**config.mk**
```make
export PLATFORM = sky130hd
export DESIGN_NAME = fbud_ctrl
export DESIGN_NICKNAME = d
export VERILOG_FILES = /design/src/rtl/fbud_pkg.sv /design/src/rtl/fbud_split_budget.sv /design/src/rtl/fbud_class_acct.sv /design/src/rtl/fbud_admit.sv /design/src/rtl/fbud_ctrl.sv
export SDC_FILE = /design/constraint.sdc
export NUM_CORES = 1
export LEC_CHECK = 0
export BUFFER_PORTS_ARGS = -buffer_cell sky130_fd_sc_hd__buf_2
export CORE_MARGIN = 2
export CORE_UTILIZATION = 31
export CTS_BUF_LIST = sky130_fd_sc_hd__clkbuf_4 sky130_fd_sc_hd__clkbuf_8
export DETAILED_ROUTE_END_ITERATION = 16
export HOLD_SLACK_MARGIN = 0.12
export PLACE_DENSITY = 0.5
export SYNTH_ARGS = -nofsm -noshare
export SYNTH_HDL_FRONTEND = slang
export SYNTH_SLANG_ARGS = --single-unit
```
**constraint.sdc**
```tcl
create_clock -name clk -period 9.8 [get_ports clk]
set_clock_uncertainty 0.15 [all_clocks]
set_input_delay 0.49 -clock clk [delete_from_list [all_inputs] [get_ports clk]]
set_output_delay 0.49 -clock clk [all_outputs]
set_load 0.05 [all_outputs]
```
**src/rtl/fbud_pkg.sv**
```systemverilog
package fbud_pkg;

  typedef enum logic [1:0] {
    SPLIT_SHARED   = 2'd0,
    SPLIT_LO_MAJOR = 2'd1,
    SPLIT_HI_MAJOR = 2'd2,
    SPLIT_EVEN     = 2'd3
  } split_mode_e;

  localparam int CLS_LO = 0;
  localparam int CLS_HI = 1;
  localparam int N_CLS  = 2;

endpackage

```
**src/rtl/fbud_split_budget.sv**
```systemverilog
module fbud_split_budget
  import fbud_pkg::*;
#(
  parameter int TOTAL_ENTRIES = 256,
  parameter int BW            = $clog2(TOTAL_ENTRIES + 1)
) (
  input  split_mode_e   mode,
  output logic [BW-1:0] hi_budget,
  output logic [BW-1:0] lo_budget,
  output logic          pooled
);

  localparam int QUARTER   = TOTAL_ENTRIES / 4;
  localparam int THREE_QTR = (TOTAL_ENTRIES * 3) / 4;
  localparam int HALF      = TOTAL_ENTRIES / 2;

  always_comb begin
    pooled    = 1'b0;
    hi_budget = BW'(TOTAL_ENTRIES);
    lo_budget = BW'(TOTAL_ENTRIES);
    unique case (mode)
      SPLIT_SHARED: begin
        pooled = 1'b1;
      end
      SPLIT_LO_MAJOR: begin
        hi_budget = BW'(QUARTER);
        lo_budget = BW'(THREE_QTR);
      end
      SPLIT_HI_MAJOR: begin
        hi_budget = BW'(THREE_QTR);
        lo_budget = BW'(QUARTER);
      end
      SPLIT_EVEN: begin
        hi_budget = BW'(HALF);
        lo_budget = BW'(HALF);
      end
      default: pooled = 1'b1;
    endcase
  end

endmodule

```
**src/rtl/fbud_class_acct.sv**
```systemverilog
module fbud_class_acct #(
  parameter int MAX_CH = 32,
  parameter int CNT_W  = $clog2(MAX_CH + 1)
) (
  input  logic             clk,
  input  logic             rst_n,
  input  logic             inc,
  input  logic             dec,
  output logic [CNT_W-1:0] cnt_q,
  output logic [CNT_W-1:0] cnt_after_rel,
  output logic             empty_rel
);

  logic has_any;

  assign has_any       = (cnt_q != '0);
  assign empty_rel     = dec && !has_any;
  assign cnt_after_rel = (dec && has_any) ? cnt_q - CNT_W'(1) : cnt_q;

  always_ff @(posedge clk) begin
    if (!rst_n) cnt_q <= '0;
    else if (inc) cnt_q <= cnt_after_rel + CNT_W'(1);
    else cnt_q <= cnt_after_rel;
  end

  assert_count_bound_R12: assert property (@(posedge clk) disable iff (!rst_n)
    cnt_q <= CNT_W'(MAX_CH));

  assert_no_inc_at_cap_R12: assert property (@(posedge clk) disable iff (!rst_n)
    !(inc && cnt_after_rel == CNT_W'(MAX_CH)));

  assert_inc_step_R9: assert property (@(posedge clk) disable iff (!rst_n)
    (inc && !dec) |=> cnt_q == $past(cnt_q) + CNT_W'(1));

  assert_dec_step_R10: assert property (@(posedge clk) disable iff (!rst_n)
    (dec && !inc && cnt_q != '0) |=> cnt_q == $past(cnt_q) - CNT_W'(1));

  assert_empty_release_R10: assert property (@(posedge clk) disable iff (!rst_n)
    (dec && !inc && cnt_q == '0) |=> cnt_q == '0);

  assert_swap_keeps_count_R11: assert property (@(posedge clk) disable iff (!rst_n)
    (dec && inc && cnt_q != '0) |=> $stable(cnt_q));

endmodule

```
**src/rtl/fbud_admit.sv**
```systemverilog
module fbud_admit
  import fbud_pkg::*;
#(
  parameter int TOTAL_ENTRIES = 256,
  parameter int DEPTH_W       = 8,
  parameter int MAX_CH        = 32,
  parameter int CNT_W         = $clog2(MAX_CH + 1),
  parameter int BW            = $clog2(TOTAL_ENTRIES + 1)
) (
  input  logic               pooled,
  input  logic [DEPTH_W-1:0] depth,
  input  logic               req_hi,
  input  logic [DEPTH_W-1:0] burst,
  input  logic [CNT_W-1:0]   hi_cnt,
  input  logic [CNT_W-1:0]   lo_cnt,
  input  logic [BW-1:0]      hi_budget,
  input  logic [BW-1:0]      lo_budget,
  output logic               allow,
  output logic               burst_bad
);

  localparam int NW = CNT_W + DEPTH_W + 2;
  localparam int CW = (NW > BW) ? NW : BW;

  logic [CW-1:0]    charge;
  logic [CW-1:0]    occupied;
  logic [CW-1:0]    need;
  logic [CW-1:0]    limit;
  logic [CNT_W-1:0] own_cnt;
  logic             class_full;
  logic             fits;

  always_comb begin
    own_cnt    = req_hi ? hi_cnt : lo_cnt;
    charge     = CW'(depth) + CW'(1);
    occupied   = pooled ? (CW'(hi_cnt) + CW'(lo_cnt)) : CW'(own_cnt);
    need       = (occupied + CW'(1)) * charge;
    limit      = pooled ? CW'(TOTAL_ENTRIES) : (req_hi ? CW'(hi_budget) : CW'(lo_budget));
    fits       = (need <= limit);
    class_full = (own_cnt == CNT_W'(MAX_CH));
    burst_bad  = (burst >= depth);
    allow      = !burst_bad && !class_full && fits;
  end

endmodule

```
**src/rtl/fbud_ctrl.sv**
```systemverilog
module fbud_ctrl
  import fbud_pkg::*;
#(
  parameter int TOTAL_ENTRIES = 256,
  parameter int DEPTH_W       = 8,
  parameter int MAX_CH        = 32,
  parameter int DEPTH_RESET   = 16,
  localparam int CNT_W        = $clog2(MAX_CH + 1)
) (
  input  logic               clk,
  input  logic               rst_n,
  input  logic               cfg_wr,
  input  logic [1:0]         cfg_mode_in,
  input  logic [DEPTH_W-1:0] cfg_depth_in,
  output logic [1:0]         cfg_mode,
  output logic [DEPTH_W-1:0] cfg_depth,
  input  logic               act_valid,
  input  logic               act_hi,
  input  logic [DEPTH_W-1:0] act_burst,
  input  logic               rel_valid,
  input  logic               rel_hi,
  output logic               rsp_valid,
  output logic               rsp_grant,
  output logic               rsp_burst_err,
  output logic               rel_err,
  output logic [CNT_W-1:0]   hi_active,
  output logic [CNT_W-1:0]   lo_active
);

  localparam int BW = $clog2(TOTAL_ENTRIES + 1);

  split_mode_e        mode_q;
  logic [DEPTH_W-1:0] depth_q;
  logic [BW-1:0]      hi_budget;
  logic [BW-1:0]      lo_budget;
  logic               pooled;
  logic               allow;
  logic               burst_bad;

  logic [N_CLS-1:0]   inc_v;
  logic [N_CLS-1:0]   dec_v;
  logic [N_CLS-1:0]   empty_v;
  logic [CNT_W-1:0]   cnt_q   [N_CLS];
  logic [CNT_W-1:0]   cnt_rel [N_CLS];

  // configuration registers
  always_ff @(posedge clk) begin
    if (!rst_n) begin
      mode_q  <= SPLIT_SHARED;
      depth_q <= DEPTH_W'(DEPTH_RESET);
    end else if (cfg_wr) begin
      mode_q <= split_mode_e'(cfg_mode_in);
      if (cfg_depth_in != '0) depth_q <= cfg_depth_in;
    end
  end

  assign cfg_mode  = mode_q;
  assign cfg_depth = depth_q;

  fbud_split_budget #(
    .TOTAL_ENTRIES(TOTAL_ENTRIES),
    .BW(BW)
  ) u_budget (
    .mode(mode_q),
    .hi_budget(hi_budget),
    .lo_budget(lo_budget),
    .pooled(pooled)
  );

  // per-class active counters
  for (genvar c = 0; c < N_CLS; c++) begin : g_cls
    localparam logic IS_HI = (c == CLS_HI);
    assign inc_v[c] = act_valid && allow && (act_hi == IS_HI);
    assign dec_v[c] = rel_valid && (rel_hi == IS_HI);
    fbud_class_acct #(
      .MAX_CH(MAX_CH),
      .CNT_W(CNT_W)
    ) u_acct (
      .clk(clk),
      .rst_n(rst_n),
      .inc(inc_v[c]),
      .dec(dec_v[c]),
      .cnt_q(cnt_q[c]),
      .cnt_after_rel(cnt_rel[c]),
      .empty_rel(empty_v[c])
    );
  end

  // admission sees counts after any same-cycle release
  fbud_admit #(
    .TOTAL_ENTRIES(TOTAL_ENTRIES),
    .DEPTH_W(DEPTH_W),
    .MAX_CH(MAX_CH),
    .CNT_W(CNT_W),
    .BW(BW)
  ) u_admit (
    .pooled(pooled),
    .depth(depth_q),
    .req_hi(act_hi),
    .burst(act_burst),
    .hi_cnt(cnt_rel[CLS_HI]),
    .lo_cnt(cnt_rel[CLS_LO]),
    .hi_budget(hi_budget),
    .lo_budget(lo_budget),
    .allow(allow),
    .burst_bad(burst_bad)
  );

  always_ff @(posedge clk) begin
    if (!rst_n) begin
      rsp_valid     <= 1'b0;
      rsp_grant     <= 1'b0;
      rsp_burst_err <= 1'b0;
      rel_err       <= 1'b0;
    end else begin
      rsp_valid     <= act_valid;
      rsp_grant     <= act_valid && allow;
      rsp_burst_err <= act_valid && burst_bad;
      rel_err       <= |empty_v;
    end
  end

  assign hi_active = cnt_q[CLS_HI];
  assign lo_active = cnt_q[CLS_LO];

  assert_rsp_follows_req_R9: assert property (@(posedge clk) disable iff (!rst_n)
    rsp_valid |-> $past(act_valid));

  assert_grant_has_rsp_R9: assert property (@(posedge clk) disable iff (!rst_n)
    rsp_grant |-> rsp_valid);

  assert_burst_err_denies_R8: assert property (@(posedge clk) disable iff (!rst_n)
    rsp_burst_err |-> (rsp_valid && !rsp_grant));

  assert_burst_err_keeps_counts_R8: assert property (@(posedge clk) disable iff (!rst_n)
    (act_valid && burst_bad && !rel_valid) |=> ($stable(hi_active) && $stable(lo_active)));

  assert_rel_err_cause_R10: assert property (@(posedge clk) disable iff (!rst_n)
    rel_err |-> $past(rel_valid));

  assert_depth_nonzero_R2: assert property (@(posedge clk) disable iff (!rst_n)
    cfg_depth != '0);

  assert_mode_load_R2: assert property (@(posedge clk) disable iff (!rst_n)
    cfg_wr |=> cfg_mode == $past(cfg_mode_in));

  assert_one_grant_step_R9: assert property (@(posedge clk) disable iff (!rst_n)
    $countones(inc_v) <= 1);

endmodule

```
==> key figures <==
Floorplanning
  • Initial Util: 31.8%
  • Num rows: 45
  • Die Wd: 129 um
  • Core area: 0.0152 sq mm
  • Full die area: 0.0166 sq mm
  • Die Span Y: 129 um
  • Io pins: 51

Pwr
  • Peak VDD IR: 0.143 mV
  • Leak: 2.66 nW
  • Clock share of power: 4.8%
  • Part of the power in combinational logic: 87.3%
  • Seq pwr share: 7.9%
  • Switching Fraction: 57.1%
  • PD cells: 361 mW/mm^2
  • Switching pwr: 1.12 mW
  • P_int: 842 uW

Finish
  • Final net count: 777
  • Non-Filler Instances: 839
  • FILL cells: 1611
  • Layout area overhead: 12.5%
  • N_diodes: 0
  • Share of layout cells above drive strength 1: 16.4%

Flow run
  • Maxcap violations: 0

STA
  • Slew @ Worst Pin: 0.792 ns
  • Fin crit period: 9.27 ns
  • Final setup fails: 0
  • F_max: 0.108 GHz
  • Worst relative slew slack: 46.6%
  • Final Max Tran Viols: 0
  • Fin. Hold Viols: 0
  • RSZ-0062 raised after global routing: no
  • Crit share post-route: 94.6%
  • Setup TNS: 0 ns
  • Hold slack: 0.281 ns

Clock tree
  • CTS tree: yes
  • CTS clock-pin slew for the worst setup and hold paths: 0.10 ns
  • Cts hold-fix bufs: 0
  • Root Driver: clkbuf_8
  • Post_cts resized: 0
  • CTS Buf Count: 3
  • CTS max path bufs: 2
  • Sink Count: 26
  • Setup bufs post-CTS: 0
  • H-tree depth: 1
  • Worst skew pair latency: 0.29 ns

Critical path
  • Critical path class: reg2reg
  • Worst Setup EP: g_cls[0].u_acct.cnt_q[4]$_SDFF_PN0_
  • FF-to-FF End: g_cls[0].u_acct.cnt_q[4]$_SDFF_PN0_
  • Largest fanout on the critical path: 17
  • Reg2reg start: g_cls[0].u_acct.cnt_q[1]$_SDFF_PN0_
  • Most frequent cell on the critical path: inv_1
  • Worst Setup Start Kind: flip-flop
  • Critical Path Start: g_cls[0].u_acct.cnt_q[1]$_SDFF_PN0_
  • Worst-case reg-to-reg path depth: 32
  • WP data arrival: 9.33 ns
  • CP Data Required Time: 9.86 ns
  • R2R Setup Slk: 0.53 ns
  • Crit path max-delay cell type: a2111oi_0
  • Slowest cell delay on critical path: 0.62 ns
  • CP Capture Type: flip-flop

Logic synthesis
  • YS warnings: 0
  • FF+latch count, synth: 26
  • Synthesized area per cell: 8.01 sq um
  • Syn Std Cell Area: 0.00483 sq mm
  • Synthesized net count: 728
  • Post-synth EDFFs: 0
  • Unique masters post-synth: 75
  • Top FF cell, synth: dfxtp_1
  • Synth async-reset ratio: 0%
  • Cell count after synthesis: 603
  • Sequential area share after synthesis: 10.8%

Drt
  • DR vias: 4350
  • Pre-antenna DRT Iters: 4
  • Residual DRC count: 0
  • Antenna Nets Post-Route: 0
  • Routed WL per cell: 15.6 um
  • WL final: 13100 um
  • Starting DRT DRC Count: 249
  • Via density: 5.18

Outcome
  • Status: finished clean

GRT
  • Number of global-route vias before repair: 4496
  • Grt ovf: 0
  • Largest net degree at the start of global routing: 23
  • Total Routing Usage GR: 16.3%
  • Initial antenna violation count: 0
  • First-pass GRT wire length: 22000 um

Min path
  • Hold Path Stages: 3
  • HP Class: in2reg

Placed design
  • Placed insts: 835
  • Dpl hpwl: 10700 um
  • Final Wtd Congestion: 0.864
  • Port bufs: 50
-- stage by stage --
step                      utilization (%)  setup slack, ns  cell area [sq um]  power [mW]
after floorplan                         -            0.884               4830        1.42
after global routing                 35.7          0.00612               5430        2.21
final                                35.7            0.526               5430        1.96
after global placement               35.0            0.373               5320        1.82
after detailed placement             35.0           0.0940               5320        1.85
after CTS                            35.4           0.0167               5390        1.96
-- synth_stat cells, types with 3 or more instances --
| cell | number | area share, % |
|---|---|---|
| nand2_1 | 55 | 4.3 |
| nor4_1 | 4 | 0.52 |
| a22oi_1 | 3 | 0.47 |
| mux2i_1 | 15 | 3.1 |
| nor4b_1 | 3 | 0.54 |
| o22ai_1 | 3 | 0.39 |
| or4_1 | 7 | 1.1 |
| or2_2 | 15 | 1.9 |
| nand2b_1 | 8 | 1.0 |
| buf_2 | 4 | 0.41 |
| fa_1 | 42 | 17 |
| nor3b_1 | 4 | 0.62 |
| a2111oi_0 | 5 | 0.91 |
| a211oi_1 | 4 | 0.62 |
| o21ai_1 | 4 | 0.41 |
| a21o_1 | 11 | 1.7 |
| clkbuf_1 | 10 | 0.78 |
| nor2b_1 | 5 | 0.65 |
| inv_1 | 81 | 6.3 |
| and2_1 | 3 | 0.39 |
| a31oi_1 | 4 | 0.52 |
| dfxtp_1 | 26 | 11 |
| or3_1 | 7 | 0.91 |
| ha_1 | 58 | 15 |
| or2_1 | 3 | 0.39 |
| o211ai_1 | 4 | 0.62 |
| xnor2_1 | 18 | 3.3 |
| nor3_1 | 10 | 1.0 |
| a21oi_1 | 18 | 1.9 |
| nand3_1 | 11 | 1.1 |
| nor2_1 | 78 | 6.1 |
| xor2_1 | 8 | 1.5 |
| nand4_1 | 4 | 0.52 |
| o21ai_0 | 16 | 1.7 |
-- worst min-delay path by stage --
stage	from	end	slack (ns)
after floorplan	rel_valid	rel_err$_SDFF_PN0_	0.46
after global placement	cfg_depth[5]$_SDFFE_PN0P_	cfg_depth[5]$_SDFFE_PN0P_	0.33
after detailed placement	cfg_depth[5]$_SDFFE_PN0P_	cfg_depth[5]$_SDFFE_PN0P_	0.34
after CTS	cfg_mode_in[1]	cfg_mode[1]$_SDFFE_PN0P_	0.27
after global routing	cfg_depth_in[4]	cfg_depth[4]$_SDFFE_PN1P_	0.28
final	cfg_depth_in[4]	cfg_depth[4]$_SDFFE_PN1P_	0.28
-- logic make-up after synthesis --
family	count (synthesis)	share of synthesized area [%]
simple gates	232	24.5
compound gates	104	15.8
fa+ha+maj	101	32.7
buf+inv	98	7.96
xor+xnor	26	4.72
flops	26	10.8
mux	16	3.58
-- cells in the final DEF (no fill, tap or decap), types with 5 or more instances in the layout --
| master | n |
|---|---|
| nand2_1 | 54 |
| nor2_1 | 78 |
| ha_1 | 58 |
| dfxtp_1 | 26 |
| a21o_1 | 11 |
| fa_1 | 42 |
| or3_1 | 7 |
| o21ai_0 | 15 |
| a21oi_1 | 17 |
| buf_4 | 11 |
| nor2b_1 | 5 |
| or2_2 | 15 |
| nand2b_1 | 8 |
| inv_1 | 81 |
| buf_2 | 50 |
| xor2_1 | 7 |
| nor3_1 | 9 |
| mux2i_1 | 15 |
| or4_1 | 7 |
| xnor2_1 | 17 |
| nand3_1 | 11 |
| a2111oi_0 | 5 |
-- area by class of cell --
| type | count | area, sq um | share of cell area, % |
|---|---|---|---|
| clock buffer | 3 | 41.3 | 0.760 |
| clock inverter | 1 | 30.0 | 0.553 |
| inverter | 81 | 304 | 5.60 |
| multi-input combinational | 479 | 3970 | 73.1 |
| sequential | 26 | 520 | 9.58 |
| tap | 188 | 235 | 4.33 |
| timing repair buffer | 61 | 333 | 6.13 |
-- power groups by stage --
stage / sequential, mW / clock [mW] / combinational, mW
floorplan: 0.204 / 0 / 1.22
global placement: 0.155 / 0 / 1.67
detailed placement: 0.157 / 0 / 1.70
CTS: 0.154 / 0.0978 / 1.71
global route: 0.160 / 0.101 / 1.95
finish: 0.155 / 0.0934 / 1.71
-- registers in the layout (all words and copies together), names as in the netlist --
| name | flops |
|---|---|
| g_cls.u_acct.cnt_q | 12 |
| rsp_burst_err | 1 |
| rsp_grant | 1 |
| cfg_depth | 8 |
| rsp_valid | 1 |
| cfg_mode | 2 |
| rel_err | 1 |
-- routing by layer --
metal / track usage [%] / wire (um) / vias to the layer above
met5: 0 / 0 / -
met4: 2.37 / 138 / 0
met3: 2.04 / 441 / 10
met2: 28.9 / 6480 / 88
met1: 21.8 / 6050 / 2103
li1: - / - / 2149
-- worst max-delay path: cells and delay by family (launching register included) --
| kind | cells | cell delay (ns) |
|---|---|---|
| fa+ha+maj | 8 | 3.16 |
| simple gates | 7 | 2.16 |
| compound gates | 8 | 2.12 |
| xor+xnor | 3 | 0.74 |
| flops | 1 | 0.36 |
| buf+inv | 5 | 0.34 |
| mux | 1 | 0.19 |
No activity file was read; power rests on OpenSTA's default activity.
